`src/rtl/flash_wp_pkg.sv`:
```
package flash_wp_pkg;

  typedef enum logic [2:0] {
    LVL_NONE = 3'd0,
    LVL_64   = 3'd1,
    LVL_32   = 3'd2,
    LVL_16   = 3'd3,
    LVL_8    = 3'd4,
    LVL_4    = 3'd5,
    LVL_2    = 3'd6,
    LVL_ALL  = 3'd7
  } prot_lvl_e;

  localparam int unsigned NV_W  = 6;
  localparam int unsigned LVL_W = 5;
  localparam int unsigned TOP_N = 6;

  // number of top address bits that must all be one for a locked address
  function automatic int unsigned lvl_top_bits(prot_lvl_e lvl);
    case (lvl)
      LVL_64:  lvl_top_bits = 6;
      LVL_32:  lvl_top_bits = 5;
      LVL_16:  lvl_top_bits = 4;
      LVL_8:   lvl_top_bits = 3;
      LVL_4:   lvl_top_bits = 2;
      LVL_2:   lvl_top_bits = 1;
      default: lvl_top_bits = 0;
    endcase
  endfunction

endpackage

```
`src/rtl/flash_wp_level_dec.sv`:
```
module flash_wp_level_dec
  import flash_wp_pkg::*;
(
  input  logic [LVL_W-1:0] lvl_bits,
  output prot_lvl_e        lvl
);

  logic [1:0] fine;
  logic [2:0] coarse;

  assign fine   = lvl_bits[4:3];
  assign coarse = lvl_bits[2:0];

  always_comb begin
    lvl = LVL_NONE;
    if (coarse[2]) begin
      lvl = LVL_ALL;
    end else if (coarse != 3'b000) begin
      case (coarse[1:0])
        2'b01:   lvl = LVL_8;
        2'b10:   lvl = LVL_4;
        default: lvl = LVL_2;
      endcase
    end else begin
      case (fine)
        2'b01:   lvl = LVL_64;
        2'b10:   lvl = LVL_32;
        2'b11:   lvl = LVL_16;
        default: lvl = LVL_NONE;
      endcase
    end
  end

endmodule

```
`src/rtl/flash_wp_region_cmp.sv`:
```
module flash_wp_region_cmp
  import flash_wp_pkg::*;
#(
  parameter int unsigned ADDR_W = 19
) (
  input  logic [ADDR_W-1:0] addr,
  input  prot_lvl_e         lvl,
  output logic              locked
);

  localparam int unsigned N_CMP = TOP_N;

  // top_ones[k] is set when the k upper address bits are all one
  logic [N_CMP:0] top_ones;

  assign top_ones[0] = 1'b1;

  generate
    for (genvar k = 1; k <= N_CMP; k++) begin : g_top
      assign top_ones[k] = &addr[ADDR_W-1 -: k];
    end
  endgenerate

  always_comb begin
    case (lvl)
      LVL_NONE: locked = 1'b0;
      LVL_ALL:  locked = 1'b1;
      default:  locked = top_ones[lvl_top_bits(lvl)];
    endcase
  end

endmodule

```
`src/rtl/flash_wp_regs.sv`:
```
module flash_wp_regs
  import flash_wp_pkg::*;
(
  input  logic            clk,
  input  logic            rst_n,
  input  logic            cs_n,
  input  logic            hw_prot,
  input  logic            busy,
  input  logic            cycle_done,
  input  logic            wren_stb,
  input  logic            wrdi_stb,
  input  logic            wrsr_stb,
  input  logic [NV_W-1:0] wrsr_bits,
  output logic            wen_q,
  output logic [NV_W-1:0] nv_q
);

  logic            wen_d;
  logic            wen_en;
  logic [NV_W-1:0] nv_d;
  logic            nv_en;
  logic [NV_W-1:0] stage_q;
  logic [NV_W-1:0] stage_d;
  logic            stage_en;
  logic            pend_q;
  logic            pend_d;
  logic            cs_q;
  logic            cs_rise;
  logic            accept;

  assign cs_rise = cs_n & ~cs_q;
  assign accept  = wrsr_stb & ~busy & wen_q & ~hw_prot;

  // write-enable latch next state
  always_comb begin
    wen_d  = wen_q;
    wen_en = 1'b0;
    if (cycle_done) begin
      wen_d  = 1'b0;
      wen_en = 1'b1;
    end else if (!busy && wrdi_stb) begin
      wen_d  = 1'b0;
      wen_en = 1'b1;
    end else if (!busy && wren_stb) begin
      wen_d  = 1'b1;
      wen_en = 1'b1;
    end
  end

  // pending status write and commit
  always_comb begin
    pend_d   = pend_q;
    stage_d  = stage_q;
    stage_en = 1'b0;
    nv_d     = nv_q;
    nv_en    = 1'b0;
    if (pend_q && hw_prot) begin
      pend_d = 1'b0;
    end else if (pend_q && cs_rise) begin
      pend_d = 1'b0;
      nv_d   = stage_q;
      nv_en  = 1'b1;
    end
    if (accept) begin
      pend_d   = 1'b1;
      stage_d  = wrsr_bits;
      stage_en = 1'b1;
    end
  end

  always_ff @(posedge clk or negedge rst_n) begin
    if (!rst_n) begin
      wen_q   <= 1'b0;
      pend_q  <= 1'b0;
      cs_q    <= 1'b1;
    end else begin
      if (wen_en) wen_q <= wen_d;
      pend_q <= pend_d;
      cs_q   <= cs_n;
    end
  end

  always_ff @(posedge clk or negedge rst_n) begin
    if (!rst_n) begin
      nv_q    <= '0;
      stage_q <= '0;
    end else begin
      if (nv_en)    nv_q    <= nv_d;
      if (stage_en) stage_q <= stage_d;
    end
  end

endmodule

```
`src/rtl/flash_wp_status.sv`:
```
module flash_wp_status
  import flash_wp_pkg::*;
#(
  parameter int unsigned ADDR_W = 19
) (
  input  logic              clk,
  input  logic              rst_n,
  input  logic              cs_n,
  input  logic              wp_n,
  input  logic              wren_stb,
  input  logic              wrdi_stb,
  input  logic              wrsr_stb,
  input  logic [7:0]        wrsr_data,
  input  logic              busy,
  input  logic              cycle_done,
  input  logic [ADDR_W-1:0] test_addr,
  output logic [7:0]        status_byte,
  output logic              addr_locked,
  output logic              sr_write_ok
);

  localparam int unsigned PEN_BIT = NV_W - 1;

  logic            rst_s1_q;
  logic            rst_sync_n;
  logic            wen_q;
  logic [NV_W-1:0] nv_q;
  logic            hw_prot;
  prot_lvl_e       lvl;

  // asynchronous assert, synchronous release
  always_ff @(posedge clk or negedge rst_n) begin
    if (!rst_n) begin
      rst_s1_q   <= 1'b0;
      rst_sync_n <= 1'b0;
    end else begin
      rst_s1_q   <= 1'b1;
      rst_sync_n <= rst_s1_q;
    end
  end

  assign hw_prot = ~wp_n & nv_q[PEN_BIT];

  flash_wp_regs u_regs (
    .clk        (clk),
    .rst_n      (rst_sync_n),
    .cs_n       (cs_n),
    .hw_prot    (hw_prot),
    .busy       (busy),
    .cycle_done (cycle_done),
    .wren_stb   (wren_stb),
    .wrdi_stb   (wrdi_stb),
    .wrsr_stb   (wrsr_stb),
    .wrsr_bits  (wrsr_data[7:2]),
    .wen_q      (wen_q),
    .nv_q       (nv_q)
  );

  flash_wp_level_dec u_lvl (
    .lvl_bits (nv_q[LVL_W-1:0]),
    .lvl      (lvl)
  );

  flash_wp_region_cmp #(.ADDR_W(ADDR_W)) u_cmp (
    .addr   (test_addr),
    .lvl    (lvl),
    .locked (addr_locked)
  );

  assign status_byte = busy ? 8'hFF : {nv_q, wen_q, 1'b0};
  assign sr_write_ok = wen_q & ~hw_prot;

endmodule

```
`config.mk`:
```
export PLATFORM = sky130hd
export DESIGN_NAME = flash_wp_status
export DESIGN_NICKNAME = d
export VERILOG_FILES = /design/src/rtl/flash_wp_pkg.sv /design/src/rtl/flash_wp_level_dec.sv /design/src/rtl/flash_wp_region_cmp.sv /design/src/rtl/flash_wp_regs.sv /design/src/rtl/flash_wp_status.sv
export SDC_FILE = /design/constraint.sdc
export NUM_CORES = 1
export LEC_CHECK = 0
export BUFFER_PORTS_ARGS = -buffer_cell sky130_fd_sc_hd__buf_2
export CAP_MARGIN = 20
export CORE_AREA = 4 4 51 49
export DETAILED_ROUTE_END_ITERATION = 10
export DIE_AREA = 0 0 55 53
export GPL_TIMING_DRIVEN = 0
export PLACE_DENSITY = 0.91
export SLEW_MARGIN = 20
export SYNTH_ARGS = -nofsm -noshare
export SYNTH_HDL_FRONTEND = slang
export SYNTH_HIERARCHICAL = 1
export SYNTH_SLANG_ARGS = --single-unit
```
`constraint.sdc`:
```
create_clock -name clk -period 5.3 [get_ports clk]
set_input_delay 1.06 -clock clk [delete_from_list [all_inputs] [get_ports clk]]
set_output_delay 1.06 -clock clk [all_outputs]
set_load 0.05 [all_outputs]
```
==> impl_metrics.xml <==
<?xml version="1.0" encoding="UTF-8"?>
<metrics>
  <group name="grt">
    <metric name="highest_utilization_routing_layer_at_the_global_route_stage" unit="">met2</metric>
    <metric name="groute.layer.met3.usage" unit="%">3.380</metric>
    <metric name="grt_util_met1" unit="%">13.19</metric>
    <metric name="grt_first_pass_wirelength" unit="um">2622</metric>
    <metric name="globalRouteTotalUtil" unit="%">12.78</metric>
    <metric name="grt-ovfl-total" unit="">0</metric>
    <metric name="grt_pass1_vias" unit="">622</metric>
    <metric name="largest_net_degree_at_the_start_of_global_routing" unit="">16</metric>
    <metric name="grt_antenna_before_repair" unit="">0</metric>
    <metric name="grt_util_met2" unit="%">23.62</metric>
  </group>
  <group name="power">
    <metric name="power.net_switching" unit="mW">0.2007</metric>
    <metric name="p_int" unit="mW">0.3039</metric>
    <metric name="total_power" unit="mW">0.5046</metric>
    <metric name="power-per-cell-area" unit="mW/mm^2">458.3</metric>
    <metric name="power.clock.fraction" unit="%">13.4</metric>
    <metric name="seqPwrFrac" unit="%">38.5</metric>
    <metric name="sw_share" unit="%">39.77</metric>
    <metric name="peakVddDrop" unit="mV">0.2447</metric>
    <metric name="combPwrFrac" unit="%">48.2</metric>
    <metric name="cellLeakagePower" unit="nW">0.5651</metric>
  </group>
  <group name="timing">
    <metric name="worst_pin_slew" unit="ns">0.5726</metric>
    <metric name="number_of_failing_hold_endpoints_at_the_final_stage" unit="">0</metric>
    <metric name="timing.fmax" unit="MHz">323.0</metric>
    <metric name="tns" unit="ns">0</metric>
    <metric name="shortest_period_the_worst_path_allows" unit="ns">3.096</metric>
    <metric name="timing.final.crit_share" unit="%">58.41</metric>
    <metric name="worst_slew_margin_rel" unit="%">61.83</metric>
    <metric name="skew" unit="ns">0.0007433</metric>
    <metric name="final_report_max_slew_violation_count" unit="">0</metric>
    <metric name="rsz0062_at_grt" unit="">no</metric>
    <metric name="timing.final.setup_violations" unit="">0</metric>
  </group>
  <group name="clock_network">
    <metric name="cts_max_level" unit="">1</metric>
    <metric name="cts-hold-fix-buffers" unit="">0</metric>
    <metric name="post_cts.repair.setup_buffers" unit="">0</metric>
    <metric name="numClockSinks" unit="">17</metric>
    <metric name="cts_tree" unit="">done</metric>
    <metric name="clkTransAtPathRegs" unit="ns">0.09</metric>
    <metric name="cts_resized" unit="">0</metric>
    <metric name="cts_root_buf" unit="">clkbuf_4</metric>
    <metric name="worstSkewPairLatency" unit="ns">0.28</metric>
    <metric name="cts_buffers" unit="">3</metric>
    <metric name="cts_buffer_depth" unit="">2</metric>
  </group>
  <group name="yosys">
    <metric name="yosysSeqAreaShare" unit="%">47.89</metric>
    <metric name="syn-mean-instance-area" unit="sq um">13.30</metric>
    <metric name="share_of_flip_flops_with_an_asynchronous_set_or_reset_after_synthesis" unit="%">100.0</metric>
    <metric name="number_of_enable_type_register_cells_in_the_synthesized_netlist" unit="">0</metric>
    <metric name="synth_cell_types" unit="">22</metric>
    <metric name="synth_top_area_cell" unit="">dfrtp_1</metric>
    <metric name="flop_and_latch_count_out_of_synthesis" unit="">17</metric>
    <metric name="synth.net_count" unit="">105</metric>
    <metric name="synth_top_flop_cell" unit="">dfrtp_1</metric>
    <metric name="yosys_warnings" unit="">6</metric>
    <metric name="synth.top_cell.area_share" unit="%">44.94</metric>
    <metric name="synth_top_cells_by_area" unit="">dfrtp_1 (45%), mux2_4 (20%), or2_1 (5.6%), nand2b_1 (3.5%), dfstp_2 (2.9%)</metric>
    <metric name="cell_count_after_synthesis" unit="">67</metric>
    <metric name="syn-cell-area" unit="sq um">890.9</metric>
  </group>
  <group name="worst_setup_path">
    <metric name="ff2ff_setup_slack" unit="ns">3.90</metric>
    <metric name="arrival" unit="ns">2.04</metric>
    <metric name="worst-path-max-fanout" unit="">5</metric>
    <metric name="worst_setup_path_start_kind" unit="">flip-flop</metric>
    <metric name="criticalPathCategory" unit="">flip-flop to primary output</metric>
    <metric name="endpoint_type_of_the_worst_setup_path" unit="">primary output</metric>
    <metric name="critical_path_required" unit="ns">4.24</metric>
  </group>
  <group name="die">
    <metric name="io_pins" unit="">46</metric>
    <metric name="die-area" unit="sq mm">0.002915</metric>
    <metric name="floorplan.rows" unit="">16</metric>
    <metric name="die_w" unit="um">55</metric>
    <metric name="placeableCoreArea" unit="sq mm">0.002022</metric>
    <metric name="die_height" unit="um">53</metric>
    <metric name="floorplan.initialDensity" unit="%">44.06</metric>
  </group>
  <group name="routing">
    <metric name="detail_route.wl_per_cell" unit="um">13.62</metric>
    <metric name="drt_pre_antenna_iters" unit="">2</metric>
    <metric name="drt_drc_violations_left" unit="">0</metric>
    <metric name="post_drt_via_cell_ratio" unit="">4.859</metric>
    <metric name="routed-via-count" unit="">622</metric>
    <metric name="totalWireLength" unit="um">1743</metric>
    <metric name="antenna_violating_nets_post_route" unit="">0</metric>
    <metric name="drt-initial-drc-count" unit="">9</metric>
  </group>
  <group name="finish">
    <metric name="n_antenna_cell" unit="">0</metric>
    <metric name="layout_commonest_cell" unit="">buf_2</metric>
    <metric name="final_net_count" unit="">140</metric>
    <metric name="layout.cells.non_filler" unit="">128</metric>
    <metric name="top_library_cells_by_usage_in_the_layout_fill_and_taps_aside" unit="">buf_2 (30), dfrtp_1 (16), mux2_4 (12)</metric>
    <metric name="fin_util" unit="%">54.46</metric>
    <metric name="synthToLayoutAreaGrowth" unit="%">23.60</metric>
    <metric name="final_layout_size_suffix_gt1_share" unit="%">50.50</metric>
  </group>
  <group name="place">
    <metric name="place.gp.congestion" unit="">0.7490</metric>
    <metric name="dpl.cell_count" unit="">124</metric>
    <metric name="place_hpwl" unit="um">1417</metric>
    <metric name="port-buffer-count" unit="">30</metric>
  </group>
  <group name="outcome">
    <metric name="status" unit="">completed</metric>
  </group>
  <group name="job">
    <metric name="drv_cap" unit="">0</metric>
  </group>
  <group name="hold_path">
    <metric name="hold_class" unit="">flip-flop to async pin</metric>
  </group>
</metrics>
registers in the layout, indices dropped and copies added (netlist names):
name	count
u_regs/wen_q	1
u_regs/nv_q	6
u_regs/pend_q	1
rst_sync_n	1
u_regs/cs_q	1
u_regs/stage_q	6
rst_s1_q	1
critical path, stage by stage (launching register included):
cell and delay (ns):
dfrtp_1 0.41, inv_1 0.09, ha_1 0.22, nor2b_1 0.06
a211o_1 0.29, o211a_1 0.11, a311oi_1 0.26, nor3_1 0.09
buf_2 0.22
cells in the mapped netlist, types with 2 or more instances:
cell	instances
inv_1	5
nand2b_1	5
or2_1	8
buf_6	2
and4bb_1	2
nor2b_1	2
dfrtp_1	16
mux2_4	12
ha_1	2
routing by layer:
layer  part of all wire [%]  up-vias
met5                      0        -
li1                       -      297
met2                     50       21
met1                     41      302
met4                   0.80        0
met3                    7.4        2
per-stage QoR:
| stage | area, sq um | hold WS [ns] | worst slack [ns] |
|---|---|---|---|
| detailed placement | 1075 | 0.2571 | 2.336 |
| global route | 1101 | 0.3062 | 2.116 |
| finish | 1101 | 0.2396 | 2.204 |
| global placement | 1075 | 0.2321 | 2.369 |
| floorplan | 890.9 | 0.1859 | 1.906 |
| CTS | 1101 | 0.2627 | 2.205 |
kinds of logic (layout without fill, tap and decap cells):
logic type	Yosys count	after routing	share of synthesized area, %
AO/OA/AOI/OAI	8	8	7.726
adder cells (fa/ha/maj)	2	2	2.809
buffers and inverters	8	42	5.478
flip-flops	17	17	47.89
multiplexers	12	12	20.22
other	1	1	0.4209
AND/OR/NAND/NOR	19	19	15.45
cell type report:
type	count	area, sq um
buffer	3	30.03
clock buffer	4	26.28
fill	185	920.9
inverter	5	18.77
multi-input combinational	42	415.4
sequential	17	426.7
tap	27	33.78
timing repair buffer	30	150.1
worst paths after layout:
kind / startpoint / to / depth (start not counted)
max in group asynchronous: rst_n / rst_s1_q / 1
min: rst_sync_n / u_regs/stage_q[3] / 0
max: u_regs/nv_q[0] / addr_locked / 8
min reg2reg: rst_sync_n / u_regs/stage_q[3] / 0
max reg2reg: u_regs/nv_q[5] / u_regs/stage_q[1] / 4
min in group clk: rst_s1_q / rst_sync_n / 0
power by group through the flow:
stage / sequential (mW) / combinational [mW] / clock (mW)
floorplan: 0.186 / 0.201 / 0
global placement: 0.193 / 0.235 / 0
detailed placement: 0.197 / 0.243 / 0
CTS: 0.194 / 0.244 / 0.0701
global route: 0.200 / 0.258 / 0.0760
finish: 0.194 / 0.243 / 0.0674
Power figures use the tool's default switching activity.
